File: src/rtl/ees_pkg.sv
package ees_pkg;

  typedef enum logic [2:0] {
    S_IDLE  = 3'd0,
    S_RD_LO = 3'd1,
    S_RD_HI = 3'd2,
    S_PUSH  = 3'd3,
    S_FIN   = 3'd4,
    S_RST   = 3'd5
  } ees_state_e;

  // Vectors whose frame ends with an error code word.
  function automatic logic vec_pushes_code(input logic [7:0] v);
    case (v)
      8'd8, 8'd10, 8'd11, 8'd12, 8'd13, 8'd14, 8'd17: return 1'b1;
      default: return 1'b0;
    endcase
  endfunction

endpackage

File: src/rtl/ees_gate_decode.sv
module ees_gate_decode #(
  parameter int XLEN  = 64,
  parameter int SEL_W = 16
) (
  input  logic [XLEN-1:0]  word_lo,
  input  logic [XLEN-1:0]  word_hi,
  output logic [XLEN-1:0]  handler,
  output logic [SEL_W-1:0] selector,
  output logic             gate_ok,
  output logic             trap_gate
);
  localparam int OPT_LSB   = 32;
  localparam int PRESENT_B = 15;
  localparam int TRAP_B    = 8;
  localparam int ZERO_B    = 12;

  logic [15:0] opts;

  assign opts      = word_lo[OPT_LSB +: 16];
  assign selector  = word_lo[16 +: SEL_W];
  assign handler   = {word_hi[31:0], word_lo[63:48], word_lo[15:0]};
  assign trap_gate = opts[TRAP_B];
  assign gate_ok   = opts[PRESENT_B] && (opts[11:9] == 3'b111) && !opts[ZERO_B];

endmodule

File: src/rtl/ees_frame_slot.sv
module ees_frame_slot #(
  parameter int XLEN  = 64,
  parameter int SEL_W = 16,
  parameter int IDX_W = 3
) (
  input  logic [XLEN-1:0]  frame_top,
  input  logic [IDX_W-1:0] idx,
  input  logic [SEL_W-1:0] ss,
  input  logic [XLEN-1:0]  old_rsp,
  input  logic [XLEN-1:0]  rflags,
  input  logic [SEL_W-1:0] cs,
  input  logic [XLEN-1:0]  rip,
  input  logic [XLEN-1:0]  err,
  output logic [XLEN-1:0]  slot_addr,
  output logic [XLEN-1:0]  slot_data
);
  localparam int SLOTS   = 6;
  localparam int ENTRIES = 1 << IDX_W;
  localparam int SLOT_B  = XLEN / 8;

  logic [XLEN-1:0] words [ENTRIES];

  assign words[0] = {{(XLEN-SEL_W){1'b0}}, ss};
  assign words[1] = old_rsp;
  assign words[2] = rflags;
  assign words[3] = {{(XLEN-SEL_W){1'b0}}, cs};
  assign words[4] = rip;
  assign words[5] = err;

  generate
    for (genvar g = SLOTS; g < ENTRIES; g++) begin : g_pad
      assign words[g] = '0;
    end
  endgenerate

  logic [XLEN-1:0] idx_ext;
  assign idx_ext   = {{(XLEN-IDX_W){1'b0}}, idx};
  assign slot_addr = frame_top - (idx_ext + XLEN'(1)) * XLEN'(SLOT_B);
  assign slot_data = words[idx];

endmodule

File: src/rtl/exc_entry_seq.sv
module exc_entry_seq #(
  parameter int XLEN     = 64,
  parameter int SEL_W    = 16,
  parameter int VEC_W    = 8,
  parameter int DF_VEC   = 8,
  parameter int IF_BIT   = 9,
  parameter int ALIGN_LG = 4
) (
  input  logic             clk,
  input  logic             rst_n,
  input  logic             exc_req,
  input  logic [VEC_W-1:0] exc_vec,
  input  logic [XLEN-1:0]  exc_err,
  input  logic [XLEN-1:0]  cur_rsp,
  input  logic [SEL_W-1:0] cur_ss,
  input  logic [XLEN-1:0]  cur_rflags,
  input  logic [SEL_W-1:0] cur_cs,
  input  logic [XLEN-1:0]  cur_rip,
  input  logic [XLEN-1:0]  idt_base,
  output logic             rd_en,
  output logic [XLEN-1:0]  rd_addr,
  input  logic             rd_ack,
  input  logic [XLEN-1:0]  rd_data,
  output logic             wr_en,
  output logic [XLEN-1:0]  wr_addr,
  output logic [XLEN-1:0]  wr_data,
  input  logic             wr_ack,
  input  logic             mem_fault,
  output logic             busy,
  output logic             done,
  output logic             shutdown,
  output logic [XLEN-1:0]  new_rip,
  output logic [SEL_W-1:0] new_cs,
  output logic [XLEN-1:0]  new_rsp,
  output logic [XLEN-1:0]  new_rflags
);
  import ees_pkg::*;

  localparam int IDX_W    = 3;
  localparam int SLOT_B   = XLEN / 8;
  localparam int DESC_LG  = 4;
  localparam logic [IDX_W-1:0] LAST_CODE  = IDX_W'(5);
  localparam logic [IDX_W-1:0] LAST_PLAIN = IDX_W'(4);
  localparam logic [XLEN-1:0]  ALIGN_MASK = ~((XLEN'(1) << ALIGN_LG) - XLEN'(1));

  // reset: asserted asynchronously, released through two flops
  logic rst_s1, rst_s2;
  always_ff @(posedge clk or negedge rst_n) begin
    if (!rst_n) begin
      rst_s1 <= 1'b0;
      rst_s2 <= 1'b0;
    end else begin
      rst_s1 <= 1'b1;
      rst_s2 <= rst_s1;
    end
  end

  ees_state_e state_q, state_d;
  logic             dbl_q, dbl_d;
  logic [VEC_W-1:0] vec_q, vec_d;
  logic [XLEN-1:0]  err_q, err_d;
  logic [IDX_W-1:0] idx_q, idx_d;

  logic [SEL_W-1:0] ss_q, cs_q, sel_q;
  logic [XLEN-1:0]  rsp_q, rfl_q, rip_q, lo_q, hand_q;
  logic             trap_q;

  logic cap_en, lo_en, gate_en, out_en, esc;

  // gate decode works on the stored low word and the arriving high word
  logic [XLEN-1:0]  dec_handler;
  logic [SEL_W-1:0] dec_sel;
  logic             gate_ok, dec_trap;

  ees_gate_decode #(.XLEN(XLEN), .SEL_W(SEL_W)) u_dec (
    .word_lo  (lo_q),
    .word_hi  (rd_data),
    .handler  (dec_handler),
    .selector (dec_sel),
    .gate_ok  (gate_ok),
    .trap_gate(dec_trap)
  );

  logic [XLEN-1:0] frame_top, slot_addr, slot_data;
  assign frame_top = rsp_q & ALIGN_MASK;

  ees_frame_slot #(.XLEN(XLEN), .SEL_W(SEL_W), .IDX_W(IDX_W)) u_frame (
    .frame_top(frame_top),
    .idx      (idx_q),
    .ss       (ss_q),
    .old_rsp  (rsp_q),
    .rflags   (rfl_q),
    .cs       (cs_q),
    .rip      (rip_q),
    .err      (err_q),
    .slot_addr(slot_addr),
    .slot_data(slot_data)
  );

  logic [IDX_W-1:0] last_idx;
  logic [XLEN-1:0]  desc_addr, frame_bytes;
  assign last_idx    = vec_pushes_code(8'(vec_q)) ? LAST_CODE : LAST_PLAIN;
  assign desc_addr   = idt_base + ({{(XLEN-VEC_W){1'b0}}, vec_q} << DESC_LG);
  assign frame_bytes = ({{(XLEN-IDX_W){1'b0}}, last_idx} + XLEN'(1)) * XLEN'(SLOT_B);

  // memory ports
  assign rd_en   = (state_q == S_RD_LO) || (state_q == S_RD_HI);
  assign rd_addr = (state_q == S_RD_HI) ? desc_addr + XLEN'(SLOT_B) : desc_addr;
  assign wr_en   = (state_q == S_PUSH);
  assign wr_addr = slot_addr;
  assign wr_data = slot_data;

  assign busy     = (state_q != S_IDLE);
  assign done     = (state_q == S_FIN);
  assign shutdown = (state_q == S_RST);

  // next-state
  always_comb begin
    state_d = state_q;
    dbl_d   = dbl_q;
    vec_d   = vec_q;
    err_d   = err_q;
    idx_d   = idx_q;
    cap_en  = 1'b0;
    lo_en   = 1'b0;
    gate_en = 1'b0;
    out_en  = 1'b0;
    esc     = 1'b0;
    case (state_q)
      S_IDLE: begin
        if (exc_req) begin
          cap_en  = 1'b1;
          vec_d   = exc_vec;
          err_d   = exc_err;
          dbl_d   = (exc_vec == VEC_W'(DF_VEC));
          state_d = S_RD_LO;
        end
      end
      S_RD_LO: begin
        if (mem_fault) esc = 1'b1;
        else if (rd_ack) begin
          lo_en   = 1'b1;
          state_d = S_RD_HI;
        end
      end
      S_RD_HI: begin
        if (mem_fault || (rd_ack && !gate_ok)) esc = 1'b1;
        else if (rd_ack) begin
          gate_en = 1'b1;
          idx_d   = '0;
          state_d = S_PUSH;
        end
      end
      S_PUSH: begin
        if (mem_fault) esc = 1'b1;
        else if (wr_ack) begin
          if (idx_q == last_idx) begin
            out_en  = 1'b1;
            state_d = S_FIN;
          end else begin
            idx_d = idx_q + IDX_W'(1);
          end
        end
      end
      S_FIN:   state_d = S_IDLE;
      S_RST:   state_d = S_IDLE;
      default: state_d = S_IDLE;
    endcase
    if (esc) begin
      if (dbl_q) begin
        state_d = S_RST;
      end else begin
        dbl_d   = 1'b1;
        vec_d   = VEC_W'(DF_VEC);
        err_d   = '0;
        state_d = S_RD_LO;
      end
    end
  end

  // control registers
  always_ff @(posedge clk or negedge rst_s2) begin
    if (!rst_s2) begin
      state_q <= S_IDLE;
      dbl_q   <= 1'b0;
      vec_q   <= '0;
      err_q   <= '0;
      idx_q   <= '0;
    end else begin
      state_q <= state_d;
      dbl_q   <= dbl_d;
      vec_q   <= vec_d;
      err_q   <= err_d;
      idx_q   <= idx_d;
    end
  end

  // datapath registers, enabled loads, no reset
  always_ff @(posedge clk) begin
    if (cap_en) begin
      ss_q  <= cur_ss;
      rsp_q <= cur_rsp;
      rfl_q <= cur_rflags;
      cs_q  <= cur_cs;
      rip_q <= cur_rip;
    end
    if (lo_en) begin
      lo_q <= rd_data;
    end
    if (gate_en) begin
      hand_q <= dec_handler;
      sel_q  <= dec_sel;
      trap_q <= dec_trap;
    end
    if (out_en) begin
      new_rip    <= hand_q;
      new_cs     <= sel_q;
      new_rsp    <= frame_top - frame_bytes;
      new_rflags <= trap_q ? rfl_q : (rfl_q & ~(XLEN'(1) << IF_BIT));
    end
  end

endmodule

File: config.mk
export PLATFORM = sky130hd
export DESIGN_NAME = exc_entry_seq
export DESIGN_NICKNAME = d
export VERILOG_FILES = /design/src/rtl/ees_pkg.sv /design/src/rtl/ees_gate_decode.sv /design/src/rtl/ees_frame_slot.sv /design/src/rtl/exc_entry_seq.sv
export SDC_FILE = /design/constraint.sdc
export NUM_CORES = 1
export LEC_CHECK = 0
export ABC_AREA = 1
export ABC_CLOCK_PERIOD_IN_PS = 3900
export BUFFER_PORTS_ARGS = -buffer_cell sky130_fd_sc_hd__buf_2
export CELL_PAD_IN_SITES_DETAIL_PLACEMENT = 1
export CELL_PAD_IN_SITES_GLOBAL_PLACEMENT = 2
export CORE_AREA = 2 2 324 326
export DETAILED_ROUTE_END_ITERATION = 6
export DIE_AREA = 0 0 326 328
export PLACE_DENSITY = 0.85
export SYNTH_ARGS = -nofsm -noshare
export SYNTH_HDL_FRONTEND = slang
export SYNTH_SLANG_ARGS = --single-unit
File: constraint.sdc
create_clock -name clk -period 3.9 [get_ports clk]
set_input_delay 0.39 -clock clk [delete_from_list [all_inputs] [get_ports clk]]
set_output_delay 0.39 -clock clk [all_outputs]
set_load 0.005 [all_outputs]
# After elaboration in Yosys (flattened, before gate mapping)
# Index checks and enable logic that the tools add are counted.
# Widths: inputs -> output; s select.
[classes]
n_addsub = 7
multipliers = 0
div = 0
magnitude_cmp = 1
eq_ne = 28
shift = 0
n_mux = 49
n_bitwise = 1
reduce_logical = 14
[op_table]
columns = ["cell", "n"]
rows = [
  ["$mux 64", 7],
  ["$bmux 64 s3", 1],
  ["$add 64x12->64", 1],
  ["$add 64x4->64 const B", 1],
  ["$sub 64x64->64", 1],
  ["$sub 64x7->64", 1],
  ["$eq 8x4->1 const B", 7],
  ["$mux 3", 15],
  ["$mux 8", 4],
  ["$mux 1", 19],
  ["$ne 3x3->1 const B", 5],
  ["$pmux 3 s4", 1],
  ["$eq 3x3->1 const B", 3],
  ["$add 3x1->4 const B", 2],
  ["$eq 8x5->1 const B", 1],
  ["$ne 2x2->1 const B", 4],
  ["$reduce_and 8->1", 1],
  ["$reduce_or 7->1", 1],
  ["$eq 3x2->1 const B", 2],
  ["$ne 3x1->1 const B", 2],
  ["$pmux 3 s2", 1],
  ["$reduce_and 6->1", 1],
  ["$ge 4x4->1 const B", 1],
  ["$not 3->4", 1],
  ["other kinds (13)", 17],
]
[totals]
reg_bits = 658
latchBits = 0
ram_bits = 0
mem_bits_ro = 0
output_inout_bits = 405
mem_count = 0

# Longest topological paths before layout
[logic_depth]
depth_word = 10
mapped_depth = 21
depth_no_buf = 21

# Modules after synthesis
# A second synthesis with hierarchy kept.
[unflattened]
cells_unflattened = 3720
hier_area_um2 = 33673.5
[by_module_without_submodules]
columns = ["module", "instances", "cells_each", "area_each_um2", "seq_area_each_um2"]
rows = [
  ["exc_entry_seq", 1, 2621, 28268.4, 19263.5],
  ["ees_frame_slot", 1, 1014, 4773.3, 0.0],
  ["ees_gate_decode", 1, 85, 631.9, 0.0],
]

# Worst setup path before layout
# No wires, ideal clock.
[synth_path]
path_kind = "register to register"
from = "reg vec_q[1]"
to = "reg new_cs[0], enable pin"
arrival_ps = 9732
required_ps = 3127
path_slack_ps = -6606
stages_incl_launch_ff = 10
path_buffers = 0
period_less_slack_ps = 10506
path_cell_list = "dfrtp_1 > nor2_1 > nand3_1 > nand3_1 > inv_1 > nand2_1 > nand2_1 > a21oi_1 > nand3_1 > nor2_1"
[synth_between]
elab_chain_len = 9
word_cells_on_any_way = 15
cone_classes = "eq/ne: 8; mux: 6; reduce/logical: 1"
[synth_rtl]
columns = ["item", "line_no", "text"]
rows = [
  ["start: declaration", "exc_entry_seq.sv:60", "logic [VEC_W-1:0] vec_q, vec_d;"],
  ["start signal: assignment", "exc_entry_seq.sv:192", "vec_q <= vec_d;"],
  ["$eq 8x4->1 / $eq 8x5->1 (equally long branches)", "ees_pkg.sv:14", "case (v)"],
  ["$reduce_or 7->1 *", "ees_pkg.sv:14", ""],
  ["$mux 1 *", "ees_pkg.sv:14", ""],
  ["$mux 1 *", "exc_entry_seq.sv:102", "assign last_idx = vec_pushes_code(8'(vec_q)) ? LAST_CODE : LAST_PLAIN;"],
  ["$eq 3x3->1 *", "exc_entry_seq.sv:157", "if (idx_q == last_idx) begin"],
  ["$mux 1 *", "exc_entry_seq.sv:157", ""],
  ["$mux 1 *", "exc_entry_seq.sv:156", "else if (wr_ack) begin"],
  ["$mux 1 *", "exc_entry_seq.sv:155", "if (mem_fault) esc = 1'b1;"],
  ["$mux 1 *", "exc_entry_seq.sv:129", "case (state_q)"],
  ["via out_en", "exc_entry_seq.sv:68", "logic cap_en, lo_en, gate_en, out_en, esc;"],
  ["end signal: assignment", "exc_entry_seq.sv:217", "new_cs <= sel_q;"],
  ["end: declaration", "exc_entry_seq.sv:33", "output logic [SEL_W-1:0] new_cs,"],
]
# The timed path passes the listed nets; every way through them passes the cells marked *.
# A chain may end at the register's enable or synchronous reset.

# Worst setup path after layout
[layout_path]
from = "reg vec_q[0]"
to = "out rd_addr[12]"
[layout_between]
elab_chain_len = 3
[layout_rtl]
columns = ["item", "line_no", "text"]
rows = [
  ["$add 64x12->64 *", "exc_entry_seq.sv:103", "assign desc_addr = idt_base + ({{(XLEN-VEC_W){1'b0}}, vec_q} << DESC_LG);"],
  ["$add 64x4->64", "exc_entry_seq.sv:108", "assign rd_addr = (state_q == S_RD_HI) ? desc_addr + XLEN'(SLOT_B) : desc_addr;"],
  ["$mux 64 *", "exc_entry_seq.sv:108", ""],
  ["end: declaration", "exc_entry_seq.sv:21", "output logic [XLEN-1:0] rd_addr,"],
]
# Mark *: on every way between the ends. The rest lies on a longest branch, timed or not.

==> PnR_summary.wiki <==
{| class="wikitable"
! Metric !! Value
|-
| Worst r2r src || vec_q[7]
|-
| R2r endpoint || new_rsp[57]
|-
| Proportion of total power due to net switching || 0.377
|-
| Leakage power || 18.2 nW
|-
| Mean cell area of the mapped netlist || 9.80 sq um
|-
| Cell area after technology mapping || 0.0310 sq mm
|-
| Post-synthesis cell count || 3163
|-
| Slew Limit Fails || 0
|-
| Hold path endpoint || err_q[16]
|-
| Clock sink count || 645
|-
| Buffers added on ports || 812
|-
| Tightest Pin Transition || 1.13 ns
|-
| Portion of the post-synthesis area used by sequential elements || 0.612
|-
| Number of vias in the routed layout || 29300
|-
| Detail Route Antenna Nets || 0
|-
| Routed WL || 157 mm
|-
| Sum of negative setup slack || -0.345 ns
|-
| CTS H-Tree Depth || 3
|-
| Total power divided by cell area || 529 mW/mm^2
|-
| Worst hold slack after final layout || 0.0181 ns
|-
| Status || finished, violations left
|-
| Core Region || 0.103 sq mm
|-
| Number of antenna violations at the first check in global routing || 26
|-
| Post-route setup slack || -0.0590 ns
|-
| Flip-flop and latch count after synthesis || 645
|-
| GR Util All Layers || 0.281
|-
| Number of buffers added by the clock tree synthesis step || 72
|-
| Share of synthesized flip-flops with an asynchronous set or reset || 0.126
|-
| Final layout net count || 4859
|-
| Clock Path Buffers || 3
|-
| Full die area || 0.107 sq mm
|-
| Final hold violation count || 0
|-
| Post-DR wirelength/cell || 26.7 um
|-
| Register-to-register setup slack || 0.34 ns
|-
| Min cycle time layout || 3.96 ns
|-
| Worst Min Path Start || exc_err[16]
|-
| Via count of the first global-routing pass || 30500
|-
| Unrepaired setup endpoints after global routing || true
|-
| Global-route wire length before repair || 217 mm
|-
| Critical path fanouts, max || 3
|-
| Hpwl dp || 115 mm
|-
| Count of filler cells inserted in the layout || 11800
|-
| Overflow after GRT || 0
|-
| Gp weighted congestion || 0.945
|-
| 1st-iter DRT viols || 2525
|-
| Most instantiated flip-flop cell in the synthesis netlist || sky130_fd_sc_hd__edfxtp_1
|-
| Boundary Pins || 835
|-
| Power share of the sequential group || 0.388
|-
| Critical path arrival || 3.57 ns
|-
| Detail-routed via count per cell || 4.99
|-
| Synth unique cells || 47
|-
| Fmax achieved || 0.253 GHz
|-
| Setup crit start kind || flop
|-
| Tightest slew margin relative to the limit || 0.247
|-
| Die W || 326 um
|-
| Class of the worst hold path || in -> reg
|-
| TritonCTS clock tree || built
|-
| DRC violation count after routing || 0
|-
| Initial cell density of the core || 0.300
|-
| Most common cell after layout, fill and taps aside || sky130_fd_sc_hd__buf_2
|-
| Worst-case vdd ir drop || 0.407 mV
|-
| Die boundary height || 328 um
|-
| Worst R2R Path Depth || 15
|-
| Total of endpoints with negative setup slack in the final report || 13
|-
| Commonest cells after routing, fill and taps aside || sky130_fd_sc_hd__buf_2, sky130_fd_sc_hd__nand2_1, sky130_fd_sc_hd__edfxtp_1
|-
| Master cell of the clock root buffer || sky130_fd_sc_hd__clkbuf_16
|-
| Largest net degree at the start of global routing || 86
|-
| P&R area growth vs syn || 43.8%
|-
| Clock Power Share || 0.293
|-
| Total of warnings raised by yosys || 0
|-
| Data required time at the worst endpoint || 3.51 ns
|-
| Cell row count || 118
|-
| Cell count of the worst hold path || 3
|-
| Layout cells sized above 1 || 0.327
|-
| Max_cap viols || 0
|-
| Internal Power || 14.7 mW
|-
| Post-route clock skew || 0.0404 ns
|-
| Worst-Skew Late Latency || 0.64 ns
|-
| Total Power Consumption || 23.6 mW
|-
| Fraction of the cycle the final worst path needs || 1.02
|-
| Worst Setup Path Type || reg -> out
|-
| Type of element capturing the critical path || output pin
|-
| Failing checks || negative setup slack
|-
| Count of TritonRoute iterations in the first routing pass || 6
|-
| Clock Pin Slew Worst Setup and Hold Paths || 0.07 ns
|-
| Sw power || 8.88 mW
|-
| Number of enable flip-flop cells after synthesis || 564
|-
| Logic pwr share || 0.319
|}
-- state kept, by name, indices dropped and copies added (netlist names), 54 cells and up --
signal      count
rsp_q          64
rip_q          64
new_rflags     64
new_rip        64
new_rsp        61
err_q          64
hand_q         64
lo_q           54
rfl_q          64
-- cells in the mapped netlist, types with 2 or more instances --
cell type / number / share of area
sky130_fd_sc_hd__nor4_1: 9 / 0.0018
sky130_fd_sc_hd__nand3_1: 175 / 0.028
sky130_fd_sc_hd__xnor2_1: 16 / 0.0045
sky130_fd_sc_hd__nand2_2: 50 / 0.010
sky130_fd_sc_hd__clkbuf_1: 69 / 0.0084
sky130_fd_sc_hd__nor2_1: 386 / 0.047
sky130_fd_sc_hd__o211ai_1: 18 / 0.0044
sky130_fd_sc_hd__a21oi_2: 3 / 0.00085
sky130_fd_sc_hd__nand3b_1: 10 / 0.0024
sky130_fd_sc_hd__o21bai_1: 3 / 0.00073
sky130_fd_sc_hd__a21oi_1: 80 / 0.013
sky130_fd_sc_hd__nor3_1: 37 / 0.0060
sky130_fd_sc_hd__xor2_1: 148 / 0.042
sky130_fd_sc_hd__buf_6: 2 / 0.00073
sky130_fd_sc_hd__nand3_2: 10 / 0.0032
sky130_fd_sc_hd__xor2_2: 2 / 0.0010
sky130_fd_sc_hd__nor3_2: 2 / 0.00065
sky130_fd_sc_hd__and2_1: 5 / 0.0010
sky130_fd_sc_hd__nor2_8: 2 / 0.0013
sky130_fd_sc_hd__inv_2: 18 / 0.0022
sky130_fd_sc_hd__nand2_4: 5 / 0.0018
sky130_fd_sc_hd__edfxtp_1: 564 / 0.55
sky130_fd_sc_hd__buf_1: 6 / 0.00073
sky130_fd_sc_hd__nor2_2: 41 / 0.0083
sky130_fd_sc_hd__inv_1: 303 / 0.037
sky130_fd_sc_hd__ha_1: 16 / 0.0065
sky130_fd_sc_hd__nand4_1: 37 / 0.0075
sky130_fd_sc_hd__o21ai_0: 173 / 0.028
sky130_fd_sc_hd__nand3_4: 3 / 0.0017
sky130_fd_sc_hd__clkinv_1: 3 / 0.00036
sky130_fd_sc_hd__dfrtp_1: 81 / 0.065
sky130_fd_sc_hd__o21ai_1: 3 / 0.00048
sky130_fd_sc_hd__nand2_1: 832 / 0.10
sky130_fd_sc_hd__buf_4: 11 / 0.0027
sky130_fd_sc_hd__nor2_4: 27 / 0.0098
sky130_fd_sc_hd__conb_1: 2 / 0.00024
-- critical path, cell delays in order, from the launching register on --
cell                      delay (ns)
sky130_fd_sc_hd__dfrtp_2        0.42
sky130_fd_sc_hd__ha_4           0.18
sky130_fd_sc_hd__fa_2           0.60
sky130_fd_sc_hd__and3_4         0.22
sky130_fd_sc_hd__nand2_4        0.07
sky130_fd_sc_hd__nor2_4         0.09
sky130_fd_sc_hd__nand3_2        0.10
sky130_fd_sc_hd__nor2_4         0.13
sky130_fd_sc_hd__nand3_2        0.14
sky130_fd_sc_hd__buf_4          0.16
sky130_fd_sc_hd__buf_4          0.12
sky130_fd_sc_hd__buf_4          0.12
sky130_fd_sc_hd__buf_4          0.12
sky130_fd_sc_hd__buf_4          0.12
sky130_fd_sc_hd__buf_4          0.12
sky130_fd_sc_hd__nand2_2        0.07
sky130_fd_sc_hd__inv_2          0.06
sky130_fd_sc_hd__buf_2          0.12
-- per-stage QoR --
stage	setup WS [ns]	instance area, sq um	instances	utilization
2_1_floorplan	-0.725	31000	3168	-
4_1_cts	-0.0923	43500	5820	0.421
3_5_place_dp	0.0935	37000	5323	0.358
5_1_grt	-0.186	44500	5857	0.432
3_3_place_gp	0.141	37000	5323	0.358
6_report	-0.0590	44600	5863	0.432
-- layer usage --
| layer | global-route usage | routed length, um | vias up |
|---|---|---|---|
| li1 | - | - | 12900 |
| met1 | 0.328 | 57800 | 14400 |
| met2 | 0.486 | 76900 | 1495 |
| met3 | 0.0589 | 12300 | 383 |
| met4 | 0.147 | 9520 | 12 |
| met5 | 0 | 73 | - |
-- how the worst max path moves through the flow --
stage	start	end	slack, ns	cells past startpoint
2_1_floorplan	vec_q[1]	new_cs[0]	-0.72	9
3_3_place_gp	idx_q[0]	wr_addr[22]	0.14	13
3_5_place_dp	idx_q[0]	wr_addr[46]	0.09	15
4_1_cts	vec_q[0]	rd_addr[60]	-0.09	17
5_1_grt	vec_q[0]	rd_addr[50]	-0.19	17
6_report	vec_q[0]	rd_addr[12]	-0.06	17
-- power groups by stage --
| stage | clock network, mW | logic, mW | registers, mW |
|---|---|---|---|
| CTS | 6.94 | 7.06 | 9.09 |
| detailed placement | 0 | 6.36 | 9.22 |
| finish | 6.90 | 7.54 | 9.15 |
| global route | 7.21 | 7.99 | 9.19 |
| floorplan | 0 | 3.20 | 8.97 |
| global placement | 0 | 6.25 | 9.18 |
-- logic make-up (layout without fill, tap and decap cells) --
kind of cell    count (synthesis)  after routing  synth area share
compound gates                283            283            0.0480
buf+inv                       413           1712            0.0519
other cells                     2             21          0.000242
flops                         645            645             0.612
xor+xnor                      166            166            0.0474
fa+ha+maj                      17             17           0.00711
simple gates                 1637           1639             0.233
-- area by class of cell --
type	count	area (sq um)	area share
Sequential cell	645	19000	0.426
Multi-Input combinational cell	2112	11900	0.267
Timing Repair Buffer	1256	8380	0.188
Clock buffer	93	1950	0.0438
Tap cell	1380	1730	0.0387
Inverter	325	1240	0.0279
Clock inverter	38	347	0.00778
Antenna cell	14	35.0	0.000786
-- repair_timing --
| item | CTS | global route |
|---|---|---|
| resized for setup | 150 | 214 |
| endpoints found under the setup margin | 106 | 63 |
| hold buffers | 313 | 0 |
| endpoints found under the hold margin | 346 | 0 |
| gates cloned | 1 | 1 |
| pin swaps | 49 | 73 |
| buffers inserted | 52 | 28 |
Note: power is estimated with default switching activity, not from simulation.
